### config.mk
export PLATFORM = sky130hd
export DESIGN_NAME = ddr_wr_capture
export DESIGN_NICKNAME = d
export VERILOG_FILES = /design/src/rtl/ddrw_pkg.sv /design/src/rtl/ddrw_strobe_capture.sv /design/src/rtl/ddrw_cmd_queue.sv /design/src/rtl/ddrw_pair_array.sv /design/src/rtl/ddr_wr_capture.sv
export SDC_FILE = /design/constraint.sdc
export NUM_CORES = 1
export LEC_CHECK = 0
export BUFFER_PORTS_ARGS = -buffer_cell sky130_fd_sc_hd__clkbuf_2
export CAP_MARGIN = 20
export CORE_ASPECT_RATIO = 0.8
export CORE_MARGIN = 2
export CORE_UTILIZATION = 41
export CTS_CLUSTER_SIZE = 14
export DETAILED_ROUTE_END_ITERATION = 10
export PLACE_DENSITY_LB_ADDON = 0.2
export SYNTH_ARGS = -nofsm -noshare
export SYNTH_HDL_FRONTEND = slang
export SYNTH_SLANG_ARGS = --single-unit
### constraint.sdc
create_clock -name clk -period 4.5 [get_ports clk]
set_input_delay 0.45 -clock clk [delete_from_list [all_inputs] [get_ports clk]]
set_output_delay 0.45 -clock clk [all_outputs]
set_load 0.005 [all_outputs]
### src/rtl/ddrw_pkg.sv
package ddrw_pkg;

  // Number of data pairs per burst for a burst-length select code.
  function automatic int unsigned pairs_of(logic [1:0] sel);
    case (sel)
      2'd0:    return 1;
      2'd1:    return 2;
      default: return 4;
    endcase
  endfunction

endpackage

### src/rtl/ddrw_strobe_capture.sv
module ddrw_strobe_capture #(
  parameter int DW = 8
) (
  input  logic            clk,
  input  logic            rst,
  input  logic            dqs,
  input  logic [DW-1:0]   dq,
  input  logic            dm,
  input  logic            active,
  output logic            pair_v,
  output logic [2*DW-1:0] pair_data,
  output logic [1:0]      pair_keep
);

  logic          dqs_q;
  logic          have_lo;
  logic [DW-1:0] lo_data;
  logic          lo_keep;
  logic          rise, fall;

  assign rise = dqs & ~dqs_q;
  assign fall = ~dqs & dqs_q;

  always_ff @(posedge clk) begin
    if (rst) begin
      dqs_q     <= 1'b0;
      have_lo   <= 1'b0;
      lo_data   <= '0;
      lo_keep   <= 1'b0;
      pair_v    <= 1'b0;
      pair_data <= '0;
      pair_keep <= '0;
    end else begin
      dqs_q  <= dqs;
      pair_v <= 1'b0;
      if (rise && active) begin
        lo_data <= dq;
        lo_keep <= ~dm;
        have_lo <= 1'b1;
      end else if (fall && have_lo) begin
        pair_v    <= 1'b1;
        pair_data <= {dq, lo_data};
        pair_keep <= {~dm, lo_keep};
        have_lo   <= 1'b0;
      end
    end
  end

endmodule

### src/rtl/ddrw_cmd_queue.sv
module ddrw_cmd_queue
  import ddrw_pkg::*;
#(
  parameter int BW    = 2,
  parameter int PW    = 3,
  parameter int DEPTH = 4,
  parameter int MAXP  = 4
) (
  input  logic                         clk,
  input  logic                         rst,
  input  logic                         ck_rise,
  input  logic                         cmd_wr,
  input  logic [BW-1:0]                cmd_bank,
  input  logic [PW-1:0]                cmd_pcol,
  input  logic                         cmd_ap,
  input  logic [1:0]                   bl_sel,
  input  logic                         pair_v,
  output logic                         active,
  output logic [BW+PW-1:0]             waddr,
  output logic [$clog2(DEPTH+1)-1:0]   q_cnt,
  output logic                         pre_valid,
  output logic [BW-1:0]                pre_bank
);

  localparam int LW   = $clog2(MAXP + 1);
  localparam int CNTW = $clog2(DEPTH + 1);
  localparam int IW   = (DEPTH > 1) ? $clog2(DEPTH) : 1;

  logic [BW-1:0] q_bank [DEPTH];
  logic [PW-1:0] q_pcol [DEPTH];
  logic          q_ap   [DEPTH];
  logic [LW-1:0] q_lim  [DEPTH];
  logic [BW-1:0] n_bank [DEPTH];
  logic [PW-1:0] n_pcol [DEPTH];
  logic          n_ap   [DEPTH];
  logic [LW-1:0] n_lim  [DEPTH];
  logic [CNTW-1:0] n_cnt;
  logic [LW-1:0] pidx, elapsed, maxp, newlim;
  logic [PW-1:0] mskp;
  logic          push, pop;

  assign maxp   = LW'(pairs_of(bl_sel));
  assign mskp   = PW'(maxp - LW'(1));
  assign push   = ck_rise & cmd_wr;
  assign newlim = ((elapsed + LW'(1)) >= maxp) ? maxp : (elapsed + LW'(1));
  assign active = (q_cnt != '0);
  assign waddr  = {q_bank[0], (q_pcol[0] & ~mskp) | ((q_pcol[0] + PW'(pidx)) & mskp)};

  always_comb begin
    for (int i = 0; i < DEPTH; i++) begin
      n_bank[i] = q_bank[i];
      n_pcol[i] = q_pcol[i];
      n_ap[i]   = q_ap[i];
      n_lim[i]  = q_lim[i];
    end
    n_cnt = q_cnt;
    pop   = 1'b0;
    // newest outstanding burst is shortened by the spacing to this command
    if (push && q_cnt != '0) begin
      if (newlim < n_lim[IW'(q_cnt - CNTW'(1))])
        n_lim[IW'(q_cnt - CNTW'(1))] = newlim;
    end
    if (pair_v && q_cnt != '0 && (pidx + LW'(1)) == n_lim[0])
      pop = 1'b1;
    if (pop) begin
      for (int i = 0; i < DEPTH - 1; i++) begin
        n_bank[i] = n_bank[i+1];
        n_pcol[i] = n_pcol[i+1];
        n_ap[i]   = n_ap[i+1];
        n_lim[i]  = n_lim[i+1];
      end
      n_cnt = q_cnt - CNTW'(1);
    end
    if (push && n_cnt != CNTW'(DEPTH)) begin
      n_bank[IW'(n_cnt)] = cmd_bank;
      n_pcol[IW'(n_cnt)] = cmd_pcol;
      n_ap[IW'(n_cnt)]   = cmd_ap;
      n_lim[IW'(n_cnt)]  = maxp;
      n_cnt = n_cnt + CNTW'(1);
    end
  end

  always_ff @(posedge clk) begin
    if (rst) begin
      for (int i = 0; i < DEPTH; i++) begin
        q_bank[i] <= '0;
        q_pcol[i] <= '0;
        q_ap[i]   <= 1'b0;
        q_lim[i]  <= '0;
      end
      q_cnt     <= '0;
      pidx      <= '0;
      elapsed   <= '0;
      pre_valid <= 1'b0;
      pre_bank  <= '0;
    end else begin
      for (int i = 0; i < DEPTH; i++) begin
        q_bank[i] <= n_bank[i];
        q_pcol[i] <= n_pcol[i];
        q_ap[i]   <= n_ap[i];
        q_lim[i]  <= n_lim[i];
      end
      q_cnt <= n_cnt;
      if (pop)
        pidx <= '0;
      else if (pair_v && q_cnt != '0)
        pidx <= pidx + LW'(1);
      if (ck_rise) begin
        if (push)
          elapsed <= '0;
        else if (elapsed < maxp)
          elapsed <= elapsed + LW'(1);
      end
      pre_valid <= pop && q_ap[0];
      pre_bank  <= q_bank[0];
    end
  end

endmodule

### src/rtl/ddrw_pair_array.sv
module ddrw_pair_array #(
  parameter int DW = 8,
  parameter int AW = 5
) (
  input  logic            clk,
  input  logic            rst,
  input  logic            we,
  input  logic [AW-1:0]   waddr,
  input  logic [2*DW-1:0] wdata,
  input  logic [1:0]      wkeep,
  input  logic [AW-1:0]   raddr,
  output logic [2*DW-1:0] rdata
);

  localparam int WORDS = 1 << AW;

  for (genvar g = 0; g < 2; g++) begin : g_lane
    logic [DW-1:0] mem [WORDS];
    logic [DW-1:0] rd_q;

    initial begin
      for (int i = 0; i < WORDS; i++) mem[i] = '0;
    end

    always_ff @(posedge clk) begin
      if (we && wkeep[g])
        mem[waddr] <= wdata[g*DW +: DW];
    end

    always_ff @(posedge clk) begin
      if (rst) rd_q <= '0;
      else     rd_q <= mem[raddr];
    end

    assign rdata[g*DW +: DW] = rd_q;
  end

endmodule

### src/rtl/ddr_wr_capture.sv
module ddr_wr_capture #(
  parameter int BANKS = 4,
  parameter int COLS  = 16,
  parameter int DW    = 8,
  parameter int DEPTH = 4,
  parameter int MAXP  = 4
) (
  input  logic                                   clk,
  input  logic                                   rst,
  input  logic                                   ck_rise,
  input  logic                                   cmd_wr,
  input  logic [$clog2(BANKS)-1:0]               cmd_bank,
  input  logic [$clog2(COLS)-2:0]                cmd_pcol,
  input  logic                                   cmd_ap,
  input  logic [1:0]                             bl_sel,
  input  logic                                   dqs,
  input  logic [DW-1:0]                          dq,
  input  logic                                   dm,
  input  logic [$clog2(BANKS)+$clog2(COLS)-2:0]  dbg_addr,
  output logic [2*DW-1:0]                        dbg_data,
  output logic                                   pre_valid,
  output logic [$clog2(BANKS)-1:0]               pre_bank
);

  localparam int BW   = $clog2(BANKS);
  localparam int PW   = $clog2(COLS) - 1;
  localparam int AW   = BW + PW;
  localparam int CNTW = $clog2(DEPTH + 1);

  logic            active;
  logic            pair_v;
  logic [2*DW-1:0] pair_data;
  logic [1:0]      pair_keep;
  logic [AW-1:0]   waddr;
  logic [CNTW-1:0] q_cnt;

  ddrw_strobe_capture #(.DW(DW)) u_cap (
    .clk(clk), .rst(rst), .dqs(dqs), .dq(dq), .dm(dm), .active(active),
    .pair_v(pair_v), .pair_data(pair_data), .pair_keep(pair_keep)
  );

  ddrw_cmd_queue #(.BW(BW), .PW(PW), .DEPTH(DEPTH), .MAXP(MAXP)) u_q (
    .clk(clk), .rst(rst), .ck_rise(ck_rise), .cmd_wr(cmd_wr),
    .cmd_bank(cmd_bank), .cmd_pcol(cmd_pcol), .cmd_ap(cmd_ap), .bl_sel(bl_sel),
    .pair_v(pair_v), .active(active), .waddr(waddr), .q_cnt(q_cnt),
    .pre_valid(pre_valid), .pre_bank(pre_bank)
  );

  ddrw_pair_array #(.DW(DW), .AW(AW)) u_mem (
    .clk(clk), .rst(rst), .we(pair_v), .waddr(waddr), .wdata(pair_data),
    .wkeep(pair_keep), .raddr(dbg_addr), .rdata(dbg_data)
  );

endmodule

==> flow_metrics.tcl <==
set metrics [dict create \
    avgRoutedWirePerCell_um 24.3 \
    fin_nets 1488 \
    r2r_slack_ns 0.43 \
    first_pass_iters 7 \
    min_to "u_cap.pair_data[11]" \
    worst_slew_pin_slew_ns 1.11 \
    via_per_inst 5.53 \
    synthTopCellsByCount "edfxtp_1, mux4_2, nor2_1" \
    vias 12500 \
    synth_edf_count 512 \
    p_leak_nw 9.38 \
    endpoint_kind "flop" \
    hold_buffers 0 \
    synth_most_common_cell "edfxtp_1" \
    cts_sinks 606 \
    clk_latency_ns 0.63 \
    dpl.hpwl_um 35900 \
    cts_tree "yes" \
    status "completed" \
    ir_drop_mv 0.325 \
    crit_start "u_q.elapsed[0]" \
    swShare_pct 21.1 \
    critPathMaxStageDelay_ns 0.43 \
    final.period_utilization_pct 90.5 \
    synth-seq-cells 606 \
    path_max_fanout 15 \
    synth_area_leader_cell "edfxtp_1" \
    die_w_um 275 \
    fmax_ghz 0.246 \
    gr-usage-all-layers_pct 18.6 \
    critical_path.most_common_cell "nor2_1" \
    pre_cts_ws_ns 0.294 \
    drive_gt1_share_pct 27.5 \
    grt.met1_usage_pct 29.5 \
    rows 79 \
    synthesis.instances 1298 \
    yosysWarnings 0 \
    slew_viol_final 0 \
    hold_ws_ns 0.0651 \
    synth_area_um2 24100 \
    finalHoldViolCount 0 \
    use_met3_pct 2.72 \
    cap_violations 0 \
    finalCriticalPeriod_ns 4.07 \
    grt_setup_unrepaired "false" \
    setup_tns_ns 0 \
    crit_family "simple AND/OR/NAND/NOR gates" \
    timing.critical_path.buf_inv 2 \
    combPwrFrac_pct 3.8 \
    postSynthAreaPerCell_um2 18.5 \
    pwr-share-seq_pct 54.3 \
    ys_types 53 \
    globalRouteOverflowTotal 0 \
    fillers 4847 \
    finalWirelength_um 55100 \
    portBuffers 45 \
    p_int_mw 8.78 \
    grt_max_degree 72 \
    grt_pass1_wl_um 82900 \
    drtIter0Drc 1240 \
    cts_htree_levels 2 \
    antenna_found_initial 1 \
    clock_path_buffers 3 \
    hold_class "input port to flop" \
    criticalPathCategory "flop to flop" \
    start_kind "flop" \
    ant_nets 0 \
    gp_congestion 0.847 \
    synth_top_area_share_pct 63.9 \
    die_area_um2 60600 \
    first_global_vias 12400 \
    use_met2_pct 27.1 \
    cp.required_ns 5.02 \
    hp-start "dq[3]" \
    cts_root_buf "clkbuf_16" \
    cts_buffers 60 \
    p_clk_share_pct 41.9 \
    yosysSeqAreaShare_pct 71.7 \
    finalPower_mw 11.1 \
    clk_pin_slew_ns 0.06 \
    path_cells "ha_1 > xor2_1 > o22ai_1 > nor2_1 > ha_1 > nor2_1 > or2_2 > o221ai_1 > a21oi_1 > nor4_4 > buf_4 > buf_4 > mux2i_1 > nor2_1 > o32ai_1" \
    p_sw_mw 2.35 \
    io_pins 46 \
    r2r_start "u_q.elapsed[0]" \
    ys_async_sr_fraction_pct 0 \
    core-area_um2 58100 \
    finClkSkew_ns 0.0259 \
    synth_area_leaders "edfxtp_1, mux4_2, dfxtp_1, mux2i_1, nor2_1" \
    r2r_end "u_q.q_lim[0][2]" \
    gr-max-usage-layer "met1" \
    ff2ff_path_depth 15 \
    drc 0 \
    crit_path_top_delay_cell "dfxtp_1" \
    worstHoldPathCells 3 \
    slew_headroom_pct 25.9 \
    worst-endpoint-arrival_ns 4.59 \
    multiInputGateArea_um2 6460 \
    register_area_um2 17300 \
    die_h_um 221 \
    area_growth_pct 15.6 \
    cellPowerDensity_nw_per_um2 400 \
    start_util_pct 41.4 \
    setup_viol 0 \
    n_antenna_cell 0 \
    setup_ws_ns 0.429 \
    syn_nets 1340 \
    synth-main-ff-cell "edfxtp_1" \
]
[worst register-to-register path: stages (launching register included)]
cell and delay, ns:
dfxtp_1 0.43, ha_1 0.25, xor2_1 0.22, o22ai_1 0.16, nor2_1 0.38, ha_1 0.27
nor2_1 0.08, or2_2 0.34, o221ai_1 0.25, a21oi_1 0.18, nor4_4 0.28, buf_4 0.22
buf_4 0.23, mux2i_1 0.32, nor2_1 0.07, o32ai_1 0.29
[metal layers]
| layer | share of wire, % | vias up |
|---|---|---|
| li1 | - | 5531 |
| met1 | 49 | 6586 |
| met2 | 44 | 349 |
| met3 | 5.7 | 63 |
| met4 | 1.5 | 0 |
| met5 | 0 | - |
[cells by family (layout without fill, tap and decap cells)]
family | after synthesis | count (layout) | share of synthesized area (%)
and+or+nand+nor | 261 | 261 | 4.88
buffers and inverters | 83 | 281 | 1.46
AOI/OAI and AO/OA | 95 | 95 | 2.80
adders and majority gates | 15 | 15 | 0.811
xor gates and xnor gates | 14 | 14 | 0.510
DFF | 606 | 606 | 71.7
muxes | 224 | 224 | 17.8
[flip-flops by register name, indices dropped and copies added, names as in the netlist, named ones only]
register,count
u_mem.g_lane.mem,512
u_cap.pair_data,16
u_mem.g_lane.rd_q,16
u_q.q_lim,12
u_q.q_pcol,9
u_cap.lo_data,8
u_q.q_bank,6
u_q.elapsed,3
u_q.pidx,3
u_q.q_ap,3
u_q.q_cnt,3
u_cap.pair_keep,2
u_q.pre_bank,2
u_cap.dqs_q,1
u_cap.have_lo,1
u_cap.lo_keep,1
u_cap.pair_v,1
u_q.pre_valid,1
[cell usage in the layout (no fill, tap or decap), drive strengths merged, types with 3 or more instances in the layout]
cell type	count
edfxtp	512
mux4	163
nor2	143
clkbuf	121
buf	115
dfxtp	94
mux2i	59
nand2	41
clkinv	30
a211oi	26
a21oi	23
o32ai	18
nor3	15
nand3	14
ha	14
inv	12
xnor2	10
nand2b	10
nor2b	9
o21ai	7
nand4	6
nand3b	5
o211ai	5
and2	5
xor2	4
nor4	3
[worst max path at each step]
stage | endpoint | slack [ns] | depth (start not counted)
2_1_floorplan | flop | 0.48 | 17
3_3_place_gp | u_q.q_pcol[1][2] | 0.48 | 14
3_5_place_dp | u_q.q_lim[0][2] | 0.29 | 14
4_1_cts | u_q.q_lim[0][2] | 0.26 | 14
5_1_grt | u_q.q_lim[0][1] | 0.10 | 15
6_report | u_q.q_lim[0][2] | 0.43 | 15
[what timing repair did]
item                       4_1_cts  5_1_grt
buffers inserted                 0        2
setup endpoints to repair        0       20
gates resized for setup          0        1
[through the flow]
stage / util (%) / cells / cell area, µm²
finish: 47.9 / 2265 / 27800
global route: 47.9 / 2265 / 27800
CTS: 47.7 / 2259 / 27700
detailed placement: 44.5 / 2147 / 25900
global placement: 44.3 / 2140 / 25700
floorplan: - / 1298 / 24100
[final cells by class]
type,count,area share [%]
multi-input cells,609,23.2
inverters,11,0.148
clock inverters,34,0.904
flip-flops and latches,606,62.0
clock buffers,78,5.64
repair buffers,158,4.58
well taps,769,3.46
[power groups by stage]
stage,Clock (mW),Combinational [mW],Sequential (mW)
6_report,4.66,0.428,6.04
3_5_place_dp,0,0.430,6.17
3_3_place_gp,0,0.425,6.17
4_1_cts,4.79,0.431,6.05
5_1_grt,5.03,0.461,6.04
2_1_floorplan,0,0.285,6.16
No activity file was read; power rests on OpenSTA's default activity.
